$ cat src/rtl/shadow_cfg_pkg.sv
package shadow_cfg_pkg;
  localparam int NUM_REGS  = 6;
  localparam int NUM_RGN   = 5;
  localparam int DATA_W    = 8;

  // region slots in the attribute vectors
  localparam int RGN_VID = 0;
  localparam int RGN_C   = 1;
  localparam int RGN_D   = 2;
  localparam int RGN_E   = 3;
  localparam int RGN_F   = 4;

  // register slots relative to the index base
  localparam int SLOT_SYS   = 0;
  localparam int SLOT_CACHE = 1;
  localparam int SLOT_NCA   = 2;
  localparam int SLOT_BANK  = 3;
  localparam int SLOT_DRAM  = 4;
  localparam int SLOT_SHAD  = 5;

  typedef logic [DATA_W-1:0] byte_t;

  function automatic byte_t slot_mask(input int slot);
    case (slot)
      SLOT_SYS:   return 8'hDF;
      SLOT_CACHE: return 8'hF0;
      SLOT_NCA:   return 8'hFE;
      default:    return 8'hFF;
    endcase
  endfunction

  function automatic byte_t slot_reset(input int slot);
    return (slot == SLOT_BANK) ? 8'h01 : 8'h00;
  endfunction
endpackage

$ cat src/rtl/scfg_port_dec.sv
module scfg_port_dec
  import shadow_cfg_pkg::*;
#(
  parameter int          ADDR_W    = 16,
  parameter logic [15:0] IDX_PORT  = 16'h0022,
  parameter logic [15:0] DATA_PORT = 16'h0023,
  parameter byte_t       IDX_BASE  = 8'h10,
  localparam int         SEL_W     = $clog2(NUM_REGS)
) (
  input  logic              clk_i,
  input  logic              rst_ni,
  input  logic              io_wr_i,
  input  logic [ADDR_W-1:0] io_addr_i,
  input  byte_t             io_wdata_i,
  output logic              idx_hit_o,
  output logic              data_hit_o,
  output logic              sel_valid_o,
  output logic [SEL_W-1:0]  sel_o,
  output logic [NUM_REGS-1:0] wr_sel_o
);
  byte_t idx_q;
  byte_t off;

  assign idx_hit_o  = (io_addr_i == ADDR_W'(IDX_PORT));
  assign data_hit_o = (io_addr_i == ADDR_W'(DATA_PORT));

  always_ff @(posedge clk_i or negedge rst_ni) begin
    if (!rst_ni)                   idx_q <= '0;
    else if (io_wr_i && idx_hit_o) idx_q <= io_wdata_i;
  end

  assign off         = idx_q - IDX_BASE;
  assign sel_valid_o = (idx_q >= IDX_BASE) && (off < 8'(NUM_REGS));
  assign sel_o       = off[SEL_W-1:0];

  for (genvar i = 0; i < NUM_REGS; i++) begin : g_wsel
    assign wr_sel_o[i] = io_wr_i && data_hit_o && sel_valid_o &&
                         (sel_o == SEL_W'(i));
  end
endmodule

$ cat src/rtl/scfg_regfile.sv
module scfg_regfile
  import shadow_cfg_pkg::*;
(
  input  logic                 clk_i,
  input  logic                 rst_ni,
  input  logic [NUM_REGS-1:0]  wr_sel_i,
  input  byte_t                wdata_i,
  output byte_t [NUM_REGS-1:0] regs_o
);
  for (genvar i = 0; i < NUM_REGS; i++) begin : g_reg
    localparam byte_t MASK = slot_mask(i);
    localparam byte_t RVAL = slot_reset(i);
    byte_t q;
    always_ff @(posedge clk_i or negedge rst_ni) begin
      if (!rst_ni)          q <= RVAL;
      else if (wr_sel_i[i]) q <= wdata_i & MASK;
    end
    assign regs_o[i] = q;
  end
endmodule

$ cat src/rtl/scfg_attr_dec.sv
module scfg_attr_dec
  import shadow_cfg_pkg::*;
(
  input  byte_t [NUM_REGS-1:0] regs_i,
  output logic [NUM_RGN-1:0]   rd_int_o,
  output logic [NUM_RGN-1:0]   wr_int_o,
  output logic                 refresh_en_o
);
  byte_t sys, dram, shad;
  logic  rom_gate;

  assign sys  = regs_i[SLOT_SYS];
  assign dram = regs_i[SLOT_DRAM];
  assign shad = regs_i[SLOT_SHAD];

  // global gate for the two option-ROM windows
  assign rom_gate = dram[5];

  always_comb begin
    rd_int_o = '0;
    wr_int_o = '0;
    rd_int_o[RGN_VID] = sys[0];
    wr_int_o[RGN_VID] = sys[0];
    rd_int_o[RGN_C]   = rom_gate & shad[1];
    wr_int_o[RGN_C]   = rom_gate & shad[1] & shad[0];
    rd_int_o[RGN_D]   = rom_gate & shad[3];
    wr_int_o[RGN_D]   = rom_gate & shad[3] & shad[2];
    rd_int_o[RGN_E]   = shad[5];
    wr_int_o[RGN_E]   = shad[5] & shad[4];
    // BIOS window: read and write sources are mutually exclusive
    rd_int_o[RGN_F]   = shad[6];
    wr_int_o[RGN_F]   = ~shad[6];
  end

  assign refresh_en_o = ~sys[4];
endmodule

$ cat src/rtl/shadow_cfg_dec.sv
module shadow_cfg_dec
  import shadow_cfg_pkg::*;
#(
  parameter int          ADDR_W    = 16,
  parameter logic [15:0] IDX_PORT  = 16'h0022,
  parameter logic [15:0] DATA_PORT = 16'h0023,
  parameter logic [7:0]  IDX_BASE  = 8'h10
) (
  input  logic              clk_i,
  input  logic              rst_ni,
  input  logic              io_wr_i,
  input  logic              io_rd_i,
  input  logic [ADDR_W-1:0] io_addr_i,
  input  logic [7:0]        io_wdata_i,
  output logic [7:0]        rd_data_o,
  output logic              rd_ack_o,
  output logic [4:0]        rd_int_o,
  output logic [4:0]        wr_int_o,
  output logic              refresh_en_o
);
  localparam int SEL_W = $clog2(NUM_REGS);

  logic                 idx_hit, data_hit, sel_valid;
  logic [SEL_W-1:0]     sel;
  logic [NUM_REGS-1:0]  wr_sel;
  byte_t [NUM_REGS-1:0] regs;
  byte_t                rdata_d;

  scfg_port_dec #(
    .ADDR_W(ADDR_W), .IDX_PORT(IDX_PORT), .DATA_PORT(DATA_PORT), .IDX_BASE(IDX_BASE)
  ) u_port (
    .clk_i, .rst_ni, .io_wr_i, .io_addr_i, .io_wdata_i,
    .idx_hit_o(idx_hit), .data_hit_o(data_hit), .sel_valid_o(sel_valid),
    .sel_o(sel), .wr_sel_o(wr_sel)
  );

  scfg_regfile u_regs (
    .clk_i, .rst_ni, .wr_sel_i(wr_sel), .wdata_i(io_wdata_i), .regs_o(regs)
  );

  scfg_attr_dec u_attr (
    .regs_i(regs), .rd_int_o, .wr_int_o, .refresh_en_o
  );

  always_comb begin
    rdata_d = 8'hFF;
    if (data_hit && sel_valid) begin
      for (int i = 0; i < NUM_REGS; i++)
        if (sel == SEL_W'(i)) rdata_d = regs[i];
    end
  end

  always_ff @(posedge clk_i or negedge rst_ni) begin
    if (!rst_ni) begin
      rd_data_o <= 8'hFF;
      rd_ack_o  <= 1'b0;
    end else begin
      rd_ack_o <= io_rd_i && (idx_hit || data_hit);
      if (io_rd_i) rd_data_o <= rdata_d;
    end
  end
endmodule

$ cat config.mk
export PLATFORM = sky130hd
export DESIGN_NAME = shadow_cfg_dec
export DESIGN_NICKNAME = d
export VERILOG_FILES = /design/src/rtl/shadow_cfg_pkg.sv /design/src/rtl/scfg_port_dec.sv /design/src/rtl/scfg_regfile.sv /design/src/rtl/scfg_attr_dec.sv /design/src/rtl/shadow_cfg_dec.sv
export SDC_FILE = /design/constraint.sdc
export NUM_CORES = 1
export LEC_CHECK = 0
export ABC_AREA = 1
export BUFFER_PORTS_ARGS = -buffer_cell sky130_fd_sc_hd__buf_2
export CORE_MARGIN = 2
export CORE_UTILIZATION = 45
export DETAILED_ROUTE_END_ITERATION = 10
export HOLD_SLACK_MARGIN = 0.15
export PLACE_DENSITY = 0.76
export SYNTH_ARGS = -nofsm -noshare
export SYNTH_HDL_FRONTEND = slang
export SYNTH_SLANG_ARGS = --single-unit
$ cat constraint.sdc
create_clock -name clk_i -period 1.7 [get_ports clk_i]
set_input_delay 0.255 -clock clk_i [delete_from_list [all_inputs] [get_ports clk_i]]
set_output_delay 0.255 -clock clk_i [all_outputs]
set_load 0.01 [all_outputs]
After elaboration in Yosys (flattened, before gate mapping)
Index checks and enable logic that the tools add are counted.
{"block": "totals", "wordCells": 47, "in_bits": 28, "register_bits": 59}
{"block": "op_classes", "n_eq_ne": 7, "n_mux": 7, "n_addsub": 1, "n_reduce_logical": 14, "order_cmp": 2, "bitwise": 7}
{"operator": "two-way mux 8 bit", "n": 7}
{"operator": "equality test 16 x 6 -> 1 bit, second input constant", "n": 2}
{"operator": "logical AND 1 bit", "n": 12}
{"operator": ">= comparator 8 x 5 -> 1 bit, second input constant", "n": 1}
{"operator": "< comparator 8 x 3 -> 1 bit, second input constant", "n": 1}
{"operator": "subtractor 8 x 5 -> 8 bit, second input constant", "n": 1}
{"operator": "equality test 3 x 2 -> 1 bit, second input constant", "n": 2}
{"operator": "equality test 3 bit, second input constant", "n": 2}
{"operator": "AND 1 bit", "n": 5}
{"operator": "equality test 3 x 1 -> 1 bit, second input constant", "n": 1}
{"operator": "logical NOT 3 bit", "n": 1}
{"operator": "NOT 1 bit", "n": 2}
{"operator": "logical OR 1 bit", "n": 1}

Depth between registers and ports, before layout
{"block": "logic_depth", "depth_word": 9, "depth_mapped": 10}

Cells and area by module
A second synthesis with hierarchy kept.
{"block": "unflattened", "hier_cells": 459, "hier_area_um2": 3256.9}
{"mod": "scfg_regfile", "instances": 1, "area_each_um2": 1652.8, "cells_per_inst": 186}
{"mod": "shadow_cfg_dec", "instances": 1, "area_each_um2": 895.9, "cells_per_inst": 163}
{"mod": "scfg_port_dec", "instances": 1, "area_each_um2": 628.1, "cells_per_inst": 94}
{"mod": "scfg_attr_dec", "instances": 1, "area_each_um2": 80.1, "cells_per_inst": 16}

Worst setup path before layout
OpenSTA, ideal clock, no wires.
{"block": "synth_path", "path_type": "register to register", "start": "register u_port.idx_q[1]", "end": "register u_regs.g_reg[3].q[4]", "n_path_buf": 2, "synth_period_minus_slack_ns": 1.507, "setup_slack_ns": 0.193, "path_stages_with_launch": 11, "arrival_time_ns": 1.386, "cell_sequence": "dfrtp_1 -> buf_6 -> nand2_4 -> nand2_2 -> nor2_4 -> nand2_2 -> nor2_8 -> nand2_4 -> buf_6 -> nand2_1 -> o21ai_2"}
{"block": "synth_between", "elab_chain_cells": 5, "elab_cells_between_ends": 7}
{"item": "from (decl)", "line_no": "scfg_port_dec.sv:21", "rtl": "byte_t idx_q;"}
{"item": "from (signal assigned)", "line_no": "scfg_port_dec.sv:29", "rtl": "else if (io_wr_i && idx_hit_o) idx_q <= io_wdata_i;"}
{"item": "subtractor 8 x 5 -> 8 bit", "line_no": "scfg_port_dec.sv:32", "rtl": "assign off = idx_q - IDX_BASE;"}
{"item": "< comparator 8 x 3 -> 1 bit", "line_no": "scfg_port_dec.sv:33", "rtl": "assign sel_valid_o = (idx_q >= IDX_BASE) && (off < 8'(NUM_REGS));"}
{"item": "logical AND 1 bit", "line_no": "scfg_port_dec.sv:33"}
{"item": "logical AND 1 bit", "line_no": "scfg_port_dec.sv:37", "rtl": "assign wr_sel_o[i] = io_wr_i && data_hit_o && sel_valid_o &&"}
{"item": "logical AND 1 bit (*)", "line_no": "scfg_port_dec.sv:37"}
{"item": "to (signal assigned)", "line_no": "scfg_regfile.sv:16", "rtl": "else if (wr_sel_i[i]) q <= wdata_i & MASK;"}
{"item": "to (decl)", "line_no": "scfg_regfile.sv:13", "rtl": "byte_t q;"}
Mark *: on every way between the ends. The rest lies on a longest branch, timed or not.
A chain may end at the register's enable or synchronous reset.

Worst setup path after layout
{"block": "layout_path", "start": "register u_port.idx_q[2]", "end": "register u_regs.g_reg[3].q[5]"}
The elaborated chain is that of the path after synthesis.

==> flow_metrics.py <==
metrics = {
    "power": {
        "leakage_nw": 1.86,
        "power.total_mw": 2.78,
        "vdd_drop_max_v": 0.000514,
        "powerDensity_nw_per_um2": 791,
    },
    "run_status": {
        "status": "finished, final reports clean",
    },
    "critical_path": {
        "start_kind": "register",
        "end_kind": "register",
        "cp.required_ps": 1930,
        "crit_type": "register to register",
        "crit_slowest_cell": "dfrtp_2",
        "worstPathArrival_ps": 1770,
        "crit_chain": "nand2_4 > nand2_2 > nor2_4 > nand2_2 > nor2_8 > nand2_4 > nand2_1 > o21ai_2",
        "slowest_delay_ps": 470,
        "worstPathMaxFanout": 16,
        "rrSetupSlack_ps": 160,
    },
    "timing": {
        "setup_ws_ps": 156,
        "setup_viol": 0,
        "relSlewSlack": 0.774,
        "finalClockSkew_ps": 11.6,
        "period_needed_ps": 1540,
        "clock.fmax_mhz": 647,
        "setup_tns_ps": 0,
        "rsz0062_at_grt": "false",
        "hold_violations": 0,
        "maxSlewViolCount": 0,
        "tightestPinTransition_ps": 339,
        "fin_crit_sh": 0.909,
    },
    "floorplanning": {
        "num_rows": 29,
        "die_x_um": 86.3,
        "core_sq_um": 6460,
        "num_io_pins": 48,
        "dieArea_sq_um": 7440,
        "start_util": 0.472,
        "die-height_um": 86.3,
    },
    "grt": {
        "grt_pass1_vias": 2400,
        "grt.overflow.total": 0,
        "grt_pass1_wl_um": 11600,
        "globalRouteTotalUtil": 0.205,
        "antenna_found_initial": 0,
        "grt_start_max_net_pins": 60,
    },
    "logic_synthesis": {
        "synth_area_per_cell_sq_um": 7.77,
        "async_flop_share": 1.00,
        "synth_seq_cells": 59,
        "syn_area_sq_um": 3050,
        "synthCells": 392,
        "yosysSeqAreaShare": 0.488,
        "synth_top_area_frac": 0.411,
        "synth_edf_count": 0,
        "synth_most_common_cell": "nand2_1",
        "synthDistinctLibCells": 25,
        "syn_nets": 420,
        "ys.warnings.count": 0,
        "synthTopCellsByCount": "nand2_1 (115), nor2_1 (54), dfrtp_1 (50)",
        "yosys.area.top_type": "dfrtp_1",
        "synth_area_leaders": "dfrtp_1 (41%), nand2_1 (14%), dfstp_2 (7.8%)",
        "yosys_most_used_dff": "dfrtp_1",
    },
    "route": {
        "ant_nets": 0,
        "wl_per_cell_um": 13.3,
        "first_iter_violations": 169,
        "dr.pass1.iters": 4,
        "route.detailed.drc": 0,
        "via_per_inst": 4.91,
        "wirelength_um": 6960,
        "vias": 2579,
    },
    "cells_and_area": {
        "insertedDiodeCount": 0,
        "area_delta_synth_final_pct": 15.4,
        "stdcell_area_sq_um": 3510,
        "drive_above_1_share": 0.241,
        "final_cells": 525,
        "fin_nets": 471,
    },
    "clock_network": {
        "clock_latency_ps": 350,
        "cts_sinks": 59,
        "cts_buffers": 9,
        "htreeDepth": 3,
        "cts_setup_buffers": 0,
        "clk_pin_slew_ps": 70,
        "cts_tree": "done",
        "cts_buffer_depth": 2,
        "root_buffer": "clkbuf_8",
    },
    "place": {
        "dp_cells": 508,
        "pre_cts_ws_ps": 92.1,
        "finalWeightedCongestion": 0.880,
        "place_area_sq_um": 3310,
        "io_buffers": 47,
        "post-dp-hpwl_um": 4980,
    },
    "min_path": {
        "hold_class": "primary input to register",
    },
    "run": {
        "drv_cap": 0,
    },
}
[worst paths after layout]
kind                            startpoint  depth (start not counted)                   end
max                        u_port.idx_q[2]                          8  u_regs.g_reg[3].q[5]
min                                io_rd_i                          3          rd_data_o[1]
max reg2reg                u_port.idx_q[2]                          8  u_regs.g_reg[3].q[5]
min reg2reg                   rd_data_o[3]                          2          rd_data_o[3]
max in group asynchronous           rst_ni                          3          rd_data_o[6]
min in group asynchronous           rst_ni                          3  u_regs.g_reg[2].q[3]
[cell usage in the layout, fill, tap and decap left out]
cell | synthesis | final
nand2_4 | 6 | 6
or2_0 | 2 | 2
nor2_1 | 54 | 53
a21oi_1 | 4 | 4
nor2_2 | 3 | 4
nand4_1 | 3 | 3
o21ai_2 | 7 | 7
clkbuf_8 | 0 | 9
bufinv_16 | 0 | 1
nor2_4 | 1 | 1
inv_1 | 44 | 44
nor2_8 | 1 | 1
dfstp_2 | 9 | 9
nand3_1 | 19 | 19
dfrtp_2 | 0 | 2
nor3_1 | 1 | 1
buf_12 | 0 | 1
o21ai_0 | 16 | 16
clkbuf_1 | 2 | 2
inv_2 | 2 | 2
dfrtp_1 | 50 | 48
a21o_1 | 1 | 1
clkinv_2 | 0 | 3
dlygate4sd3_1 | 0 | 1
clkinv_4 | 0 | 1
buf_4 | 5 | 6
o21ai_1 | 31 | 31
nand2_1 | 115 | 115
buf_2 | 1 | 47
or2_2 | 5 | 5
nand2_2 | 3 | 3
[area by class of cell]
class	count	area, sq um
inverters	46	173
flip-flops and latches	59	1490
fillers	642	2940
repair buffers	55	310
clock inverters	5	53.8
well taps	77	96.3
multi-input cells	272	1260
clock buffers	11	131
[layer usage]
| layer | routed length [um] | track usage | vias to the layer above |
|---|---|---|---|
| met5 | 0 | 0 | - |
| met4 | 125 | 0.0696 | 0 |
| met3 | 490 | 0.0581 | 9 |
| met2 | 3060 | 0.313 | 84 |
| met1 | 3280 | 0.282 | 1165 |
| li1 | - | - | 1321 |
[critical path: cells and delay by family, from the launching register on]
kind | cells | cell delay (ps)
AO/OA/AOI/OAI | 1 | 50
flip-flops | 1 | 470
AND/OR/NAND/NOR | 7 | 900
[logic make-up (layout without fill, tap and decap cells)]
kind of cell / count (synthesis) / in the layout / share of synthesized area
buf+inv: 61 / 117 / 0.0990
simple gates: 213 / 213 / 0.306
flops: 59 / 59 / 0.488
compound gates: 59 / 59 / 0.106
[flip-flops by register name, summed over array words and instances, names as in the netlist]
register / flops
u_port.idx_q: 8
u_regs.g.q: 42
rd_ack_o: 1
rd_data_o: 8
[power by group]
| part | internal (mW) | switching [mW] |
|---|---|---|
| Clock | 0.672 | 0.556 |
| Combinational | 0.0426 | 0.0918 |
| Sequential | 1.41 | 0.00301 |
| Total | 2.13 | 0.651 |
[per-stage QoR]
step	util	hold WS, ps
global placement	0.513	279
detailed placement	0.513	280
CTS	0.543	204
global route	0.544	225
finish	0.544	211
floorplan	-	-40.6
[timing repair]
action,CTS,global route
hold buffers,1,0
setup endpoints to repair,0,6
gates resized for setup,0,3
endpoints found under the hold margin,50,0
No activity file was read; power rests on OpenSTA's default activity.
